$ cat config.mk
export PLATFORM = sky130hd
export DESIGN_NAME = bht_predictor
export DESIGN_NICKNAME = d
export VERILOG_FILES = /design/src/rtl/bht_pkg.sv /design/src/rtl/bht_ctr_next.sv /design/src/rtl/bht_store.sv /design/src/rtl/bht_predictor.sv
export SDC_FILE = /design/constraint.sdc
export NUM_CORES = 1
export LEC_CHECK = 0
export ABC_AREA = 0
export BUFFER_PORTS_ARGS = -buffer_cell sky130_fd_sc_hd__buf_2
export CAP_MARGIN = 20
export CORE_MARGIN = 3
export CORE_UTILIZATION = 32
export CTS_BUF_LIST = sky130_fd_sc_hd__clkbuf_2 sky130_fd_sc_hd__clkbuf_4 sky130_fd_sc_hd__clkbuf_8
export DETAILED_ROUTE_END_ITERATION = 10
export MAX_ROUTING_LAYER = met4
export PLACE_DENSITY_LB_ADDON = 0.25
export SYNTH_ARGS = -nofsm -noshare
export SYNTH_HDL_FRONTEND = slang
export SYNTH_SLANG_ARGS = --single-unit
$ cat constraint.sdc
create_clock -name clk -period 8.02 [get_ports clk]
set_input_delay 2.406 -clock clk [delete_from_list [all_inputs] [get_ports clk]]
set_output_delay 2.406 -clock clk [all_outputs]
set_load 0.01 [all_outputs]
$ cat src/rtl/bht_pkg.sv
package bht_pkg;
  // two-bit counter codes; the upper bit is the predicted direction
  typedef enum logic [1:0] {
    CTR_STRONG_NT = 2'b00,
    CTR_WEAK_NT   = 2'b01,
    CTR_WEAK_T    = 2'b10,
    CTR_STRONG_T  = 2'b11
  } ctr2_e;

  function automatic logic [1:0] ctr2_step(input logic [1:0] cur, input logic taken);
    logic [1:0] r;
    if (taken) r = (cur == CTR_STRONG_T) ? cur : cur + 2'd1;
    else       r = (cur == CTR_STRONG_NT) ? cur : cur - 2'd1;
    return r;
  endfunction
endpackage

$ cat src/rtl/bht_ctr_next.sv
module bht_ctr_next #(
  parameter int TWO_BIT = 1,
  localparam int SW = (TWO_BIT != 0) ? 2 : 1
) (
  input  logic [SW-1:0] cur,
  input  logic          taken,
  output logic [SW-1:0] nxt
);
  import bht_pkg::*;

  generate
    if (TWO_BIT != 0) begin : g_two
      always_comb nxt = ctr2_step(cur, taken);

      always_comb begin
        if (cur == CTR_STRONG_T && taken)
          a_r4_sat_top: assert (nxt == CTR_STRONG_T);
        if (cur == CTR_STRONG_NT && !taken)
          a_r4_sat_bot: assert (nxt == CTR_STRONG_NT);
        if (taken && cur != CTR_STRONG_T)
          a_r4_step_up: assert (nxt[SW-1] || cur == CTR_STRONG_NT);
      end
    end else begin : g_one
      always_comb nxt = taken;
    end
  endgenerate
endmodule

$ cat src/rtl/bht_store.sv
module bht_store #(
  parameter int IDX_W = 4,
  parameter int TAG_W = 26,
  parameter int PC_W  = 32,
  parameter int SW    = 2,
  localparam int DEPTH = 1 << IDX_W
) (
  input  logic             clk,
  input  logic             rst,
  input  logic [IDX_W-1:0] a_idx,
  output logic             a_valid,
  output logic [TAG_W-1:0] a_tag,
  output logic [PC_W-1:0]  a_tgt,
  output logic [SW-1:0]    a_st,
  input  logic [IDX_W-1:0] b_idx,
  output logic             b_valid,
  output logic [TAG_W-1:0] b_tag,
  output logic [SW-1:0]    b_st,
  input  logic             wr_en,
  input  logic [IDX_W-1:0] wr_idx,
  input  logic [TAG_W-1:0] wr_tag,
  input  logic [SW-1:0]    wr_st,
  input  logic             wr_tgt_en,
  input  logic [PC_W-1:0]  wr_tgt
);
  logic [DEPTH-1:0] valid_q;
  logic [TAG_W-1:0] tag_m [DEPTH];
  logic [PC_W-1:0]  tgt_m [DEPTH];
  logic [SW-1:0]    st_m  [DEPTH];

  // valid flags need reset, so they sit in flops
  always_ff @(posedge clk) begin
    if (rst)        valid_q <= '0;
    else if (wr_en) valid_q[wr_idx] <= 1'b1;
  end

  // payload arrays carry no reset so they can map onto RAM
  always_ff @(posedge clk) begin
    if (wr_en) begin
      tag_m[wr_idx] <= wr_tag;
      st_m[wr_idx]  <= wr_st;
      if (wr_tgt_en) tgt_m[wr_idx] <= wr_tgt;
    end
  end

  assign a_valid = valid_q[a_idx];
  assign a_tag   = tag_m[a_idx];
  assign a_tgt   = tgt_m[a_idx];
  assign a_st    = st_m[a_idx];
  assign b_valid = valid_q[b_idx];
  assign b_tag   = tag_m[b_idx];
  assign b_st    = st_m[b_idx];
endmodule

$ cat src/rtl/bht_predictor.sv
module bht_predictor #(
  parameter int PC_W    = 32,
  parameter int IDX_W   = 4,
  parameter int OFF_W   = 2,
  parameter int TWO_BIT = 1
) (
  input  logic            clk,
  input  logic            rst,
  input  logic [PC_W-1:0] lk_pc,
  input  logic            lk_back,
  output logic            pr_hit,
  output logic            pr_taken,
  output logic [PC_W-1:0] pr_target,
  input  logic            up_valid,
  input  logic [PC_W-1:0] up_pc,
  input  logic            up_taken,
  input  logic [PC_W-1:0] up_target
);
  localparam int TAG_W = PC_W - IDX_W - OFF_W;
  localparam int SW    = (TWO_BIT != 0) ? 2 : 1;
  localparam logic [SW-1:0] INIT_ST = SW'(1) << (SW - 1);

  logic [IDX_W-1:0] lk_idx, up_idx;
  logic [TAG_W-1:0] lk_tag, up_tag;
  logic             unused_offset;

  assign lk_idx = lk_pc[OFF_W +: IDX_W];
  assign up_idx = up_pc[OFF_W +: IDX_W];
  assign lk_tag = lk_pc[PC_W-1 -: TAG_W];
  assign up_tag = up_pc[PC_W-1 -: TAG_W];
  assign unused_offset = ^{lk_pc[OFF_W-1:0], up_pc[OFF_W-1:0]};

  logic             a_valid, b_valid;
  logic [TAG_W-1:0] a_tag, b_tag;
  logic [PC_W-1:0]  a_tgt;
  logic [SW-1:0]    a_st, b_st, ctr_nxt, wr_st;
  logic             lk_hit, up_hit, wr_en;

  bht_store #(.IDX_W(IDX_W), .TAG_W(TAG_W), .PC_W(PC_W), .SW(SW)) store_i (
    .clk(clk), .rst(rst),
    .a_idx(lk_idx), .a_valid(a_valid), .a_tag(a_tag), .a_tgt(a_tgt), .a_st(a_st),
    .b_idx(up_idx), .b_valid(b_valid), .b_tag(b_tag), .b_st(b_st),
    .wr_en(wr_en), .wr_idx(up_idx), .wr_tag(up_tag), .wr_st(wr_st),
    .wr_tgt_en(up_taken), .wr_tgt(up_target)
  );

  bht_ctr_next #(.TWO_BIT(TWO_BIT)) ctr_i (
    .cur(b_st), .taken(up_taken), .nxt(ctr_nxt)
  );

  // lookup side
  assign lk_hit    = a_valid && (a_tag == lk_tag);
  assign pr_hit    = lk_hit;
  assign pr_taken  = lk_hit ? a_st[SW-1] : lk_back;
  assign pr_target = lk_hit ? a_tgt : '0;

  // update side: train on hit, claim only on a taken miss
  assign up_hit = b_valid && (b_tag == up_tag);
  assign wr_en  = up_valid && (up_hit || up_taken);
  assign wr_st  = up_hit ? ctr_nxt : INIT_ST;

  // a taken update is visible with its target one cycle later
  a_r7_fresh_target: assert property (@(posedge clk) disable iff (rst)
    (up_valid && up_taken) ##1 (lk_pc == $past(up_pc))
      |-> (pr_hit && pr_target == $past(up_target)));

  // after a reset edge nothing hits
  a_r9_reset_clears: assert property (@(posedge clk)
    rst |=> !pr_hit);

  generate
    if (TWO_BIT == 0) begin : g_one_chk
      // last outcome taken means predicted taken
      a_r5_last_taken: assert property (@(posedge clk) disable iff (rst)
        (up_valid && up_taken) ##1 (lk_pc == $past(up_pc)) |-> pr_taken);
    end
  endgenerate
endmodule

# After elaboration in Yosys (flattened, before gate mapping)
# Memory sizes are Yosys's and may differ from the RTL's.
# Cells that the tools add are included.
[word_totals]
ff_bits = 16
ram_bits = 960
input_bits = 101
out_inout_bits = 34
word_cells = 36
memories = 3
[memory_table]
columns = ["memory", "depth", "word_bits", "read_ports", "rd_clocked_by_memory_dff", "wr", "line", "source"]
rows = [
  ["store_i.tgt_m", 16, 32, 1, 0, 1, "bht_store.sv:28", "logic [PC_W-1:0] tgt_m [DEPTH];"],
  ["store_i.tag_m", 16, 26, 2, 0, 1, "bht_store.sv:27", "logic [TAG_W-1:0] tag_m [DEPTH];"],
  ["store_i.st_m", 16, 2, 2, 0, 1, "bht_store.sv:29", "logic [SW-1:0] st_m [DEPTH];"],
]
[classes]
n_addsub = 2
order_cmp = 3
n_eq_ne = 3
mux = 17
n_bitwise = 1
n_reduce_logical = 6
[ops]
columns = ["cell", "count"]
rows = [
  ["$eq 26x26->1", 2],
  ["$mux 32", 1],
  ["$or 16x16->16", 1],
  ["$lt 4x5->1 const B", 2],
  ["$mux 1", 9],
  ["$bmux 1 s4", 2],
  ["$mux 2", 4],
  ["$demux 1 s4", 1],
  ["$ge 4x1->1 const B", 1],
  ["$logic_and 1x1->1", 4],
  ["$add 2x1->2 const B", 1],
  ["$eq 2x2->1 const B", 1],
  ["$logic_not 2->1", 1],
  ["$sub 2x1->2 const B", 1],
  ["$logic_or 1x1->1", 1],
]

# Depth between registers and ports, before layout
[depth]
ltp_word = 7
mapped_depth = 14
mapped_depth_nobuf = 8

# Modules after synthesis
# From an unflattened synthesis, not the netlist that was laid out.
[hier_totals]
cells_unflattened = 1908
area_unflattened_um2 = 40923.0
[modules_own_cells]
columns = ["mod", "n_inst", "cells_per_inst", "area_each_um2", "seq_area_each_um2"]
rows = [
  ["bht_store", 1, 1794, 40059.7, 29148.0],
  ["bht_predictor", 1, 111, 837.1, 0.0],
  ["bht_ctr_next", 1, 3, 26.3, 0.0],
]

# Worst setup path before layout
# No wires, ideal clock.
[synth_timing]
path_type = "input to output"
from = "input port lk_pc[2]"
to = "output port pr_target[10]"
t_arrival_ps = 5219
t_required_ps = 5614
setup_slack_ps = 395
path_stages = 10
n_path_buf = 7
cell_sequence = "buf_6 -> buf_6 -> buf_4 -> buf_6 -> buf_2 -> buf_2 -> buf_1 -> mux4_2 -> mux4_2 -> nor2b_1"
[synth_between]
elab_chain_cells = 4
word_cells_on_any_way = 7
classes_between = "1 x eq/ne; 3 x mux; 1 x reduce/logical; 2 x memory"
[synth_rtl]
columns = ["item", "line", "source"]
rows = [
  ["start, declared", "bht_predictor.sv:9", "input logic [PC_W-1:0] lk_pc,"],
  ["$mem_v2 16x26 / $bmux 1 s4 (equally long branches)", "-", ""],
  ["$eq 26x26->1 / $mux 1 (equally long branches)", "bht_predictor.sv:52, bht_store.sv:46", ""],
  ["$logic_and 1x1->1", "bht_predictor.sv:52", "assign lk_hit = a_valid && (a_tag == lk_tag);"],
  ["$mux 32 *", "bht_predictor.sv:55", "assign pr_target = lk_hit ? a_tgt : '0;"],
  ["end, declared", "bht_predictor.sv:13", "output logic [PC_W-1:0] pr_target,"],
]
# Mark *: on every way between the ends. The rest lies on a longest branch, timed or not. The select of a mux whose other input is x is not followed.

# Worst setup path after layout
[layout_timing]
from = "input port lk_pc[2]"
to = "output port pr_taken"
[layout_between]
elab_chain_cells = 4
word_cells_on_any_way = 7
classes_between = "1 x eq/ne; 3 x mux; 1 x reduce/logical; 2 x memory"
[layout_rtl]
columns = ["item", "line", "source"]
rows = [
  ["$mem_v2 16x26 / $bmux 1 s4 (equally long branches)", "-", ""],
  ["$eq 26x26->1 / $mux 1 (equally long branches)", "bht_predictor.sv:52, bht_store.sv:46", ""],
  ["$logic_and 1x1->1", "bht_predictor.sv:52", ""],
  ["$mux 1 *", "bht_predictor.sv:54", "assign pr_taken = lk_hit ? a_st[SW-1] : lk_back;"],
  ["end, declared", "bht_predictor.sv:12", "output logic pr_taken,"],
]
# Marks and branches as above.

==> metrics.txt <==
Setup WS post-layout=-0.04934 ns; post-synthesis cell type count=62; FF/Latch Area=29150 um^2; syn nets=2106; Crit path arrival time=roughly 5.7 ns; detailed-route via count=22234; Hold WS=0.4943 ns; Mapped Cells=2005; initial core utilization=between 30% and 40%; clock latency at the later pin of the worst-skew pair=~0.84 ns; commonest non-fill, non-tap cell in the layout=edfxtp_1; Slowest-stage cell, CP=or4_4; sequential-to-total area share from yosys stat=69.65%; Slew headroom=27.05%; CP bufs+invs=6; global-route wire length before repair=172400 um; Fill cells=11727; Worst-Margin Slew=around 1.1 ns; CP startpoint kind=input port; Post-synth EDFFs=960; peak supply drop=0.1536 mV; Critical Path End Type=output pin; RSZ-0062 raised after global routing=true; Setup WS pre-CTS=-0.5205 ns; die area=135200 um^2; yosys warns=0; clk slew on worst S/H paths=0.05 ns; largest net degree at the start of global routing=129; syn_area_per_cell=20.87 um^2; Hold Vio Cnt, Final=0; Cell Area, Placed=46230 um^2; Die Y=367.6 um; minimum clock period=just over 8 ns; DRT Pass-1 Iters=5; Post-Syn Area=41850 um^2; Yosys top cell area share=between 60 and 70%; final setup violating endpoints=17; cells taking the most area after synthesis=edfxtp_1 69%, mux4_2 19%, mux2i_1 3.3%; DR vias/cell=5.218; Worst Path Max Fanout=6; I/O Buffers=130; fmax=around 120 MHz; # hold bufs at CTS=0; CP cell instances=buf_16 > buf_12 > buf_6 > buf_4 > mux4_2 > nand2_1 > nand2_1 > a21oi_2 > xnor2_1 > or4b_4 > or4_4 > buf_12 > mux2_4 > buf_6; DP Wirelength=71280 um; Critical Path RT=5.61 ns; initial antenna violation count=21; Slowest Stage Delay on Critical Path=between 0.5 and 0.6 ns; failing checks=negative setup slack; synthesis-stage register bit count=approximately 980; Global Route Usage Sum=18.20%; delay-heaviest family, CP=simple AND/OR/NAND/NOR gates; CTS tree=yes; layout cells sized above 1=40.54%; Final ANT Viol Nets=0; clk sink count=976; Std-Cell Rows=132; grt ovf=0; Die Span X=approximately 370 um; I/O pin total=135; drc violations=0; most frequent cells in the layout=960 x edfxtp_1, 349 x mux4_2, 167 x clkbuf_8, 138 x buf_4, 134 x mux2i_1; vias in the first global route=approximately 24000; floorplan core area=~130000 um^2; Final Cycle Share=100.6%; Area Overhead vs Synth=19.87%; Worst Hold Class=reg -> reg; Final Wtd Congestion=0.8170; Root Driver=clkbuf_8; htree depth=4; P_leak=16.37 nW; Async SR Flop Fraction=0%; per-cell routed wire length=roughly 28 um; fin nets=about 2500; Starting DRT DRC Count=2160; maxcap violations=0; Longest Clk Path Bufs=3; design area=approximately 50000 um^2; Clock Skews=0.02347 ns; Final Routed Wirelength=119600 um; Primary FF master, synth=edfxtp_1; CTS Buf Count=163; PD cells=216.0 nW/um^2; Final Slew Violations=0; area leader, netlist=edfxtp_1; outcome=complete, but fails checks; Multi-input gate area=approximately 12000 um^2; Setup Crit Path Kind=in -> out
-- final timing paths --
path                                             end             startpoint  depth (start not counted)  slack [ns]
worst max-delay path                        pr_taken               lk_pc[2]                         14       -0.05
worst min-delay path             store_i.valid_q[15]    store_i.valid_q[15]                          2        0.49
worst max register to register  store_i.tag_m[3][11]  store_i.tag_m[11][20]                         11        3.77
worst min register to register   store_i.valid_q[15]    store_i.valid_q[15]                          2        0.49
-- power breakdown --
| part | total [W] | internal (W) | switching (W) |
|---|---|---|---|
| logic | 0.000833 | 0.000382 | 0.000452 |
| registers | 0.00568 | 0.00566 | 0.0000189 |
| clock network | 0.00432 | 0.00234 | 0.00199 |
-- per-layer routing --
metal	vias to the layer above	GRT usage, %	wire length (um)
li1	9349	-	-
met1	11930	23.94	51050
met2	780	28.99	58530
met3	175	3.290	7599
met4	0	5.287	2415
met5	-	-	0
-- area by class of cell --
cell class	instances	share of cell area [%]
sequential	976	58.10
multi-input combinational	890	24.80
timing repair buffer	333	6.248
clock buffer	212	5.255
tap	1742	4.345
clock inverter	77	1.040
inverter	18	0.1397
antenna	13	0.06485
-- per-stage QoR --
stage	power (W)	setup TNS [ns]	cells	util [%]
after detailed placement	0.006593	-15.36	3928	35.66
after global placement	0.006575	-15.65	3928	35.66
after floorplan	0.006249	0	2005	-
after CTS	0.01096	-1.345	4243	38.54
after global routing	0.01125	-3.252	4258	38.69
final	0.01083	-0.4263	4261	38.69
-- synthesized netlist by cell type (3+ instances only) --
cell	number
buf_4	19
a221oi_1	14
nand2_1	40
a31oi_1	4
o22ai_1	11
nor4_1	4
mux4_2	349
nand4_1	4
inv_1	16
xor2_1	18
o21ai_0	13
nand2b_1	7
xnor2_1	39
buf_1	15
a22oi_1	16
a2111oi_0	3
o211ai_1	3
dfxtp_1	16
and2_1	3
mux2_2	20
edfxtp_1	960
a211oi_1	3
mux2i_1	138
buf_6	9
buf_2	40
a22o_1	17
o221ai_1	5
mux2_4	3
a21o_1	4
nor3_1	5
o2111ai_1	3
nand3_1	13
nor2b_1	37
nor2_1	64
clkbuf_1	36
a21oi_1	22
-- kinds of logic after synthesis --
group           count (synthesis)  share of synthesized area [%]
xor+xnor                       57                          1.193
mux                           512                          22.85
fa+ha+maj                       1                        0.02392
buf+inv                       139                          1.776
flops                         976                          69.65
compound gates                135                          2.395
simple gates                  185                          2.114
-- registers in the layout, indices dropped and copies added, names as in the netlist --
signal and count:
store_i.st_m 32, store_i.tgt_m 512, store_i.valid_q 16, store_i.tag_m 416
-- what timing repair did --
action                     in CTS  in global routing
resized for setup              50                 24
setup buffers                  27                  3
cloned                          2                  1
pin swaps                       1                  2
setup endpoints to repair      34                 34
-- worst register-to-register path: cells and delay by family (launching register included) --
kind,cells,cell delay [ns]
xor gates and xnor gates,1,0.24
AOI/OAI and AO/OA,3,1.47
and+or+nand+nor,2,0.44
DFF,1,0.41
muxes,2,0.67
buffers and inverters,3,0.69
(Power assumes the default switching activity.)
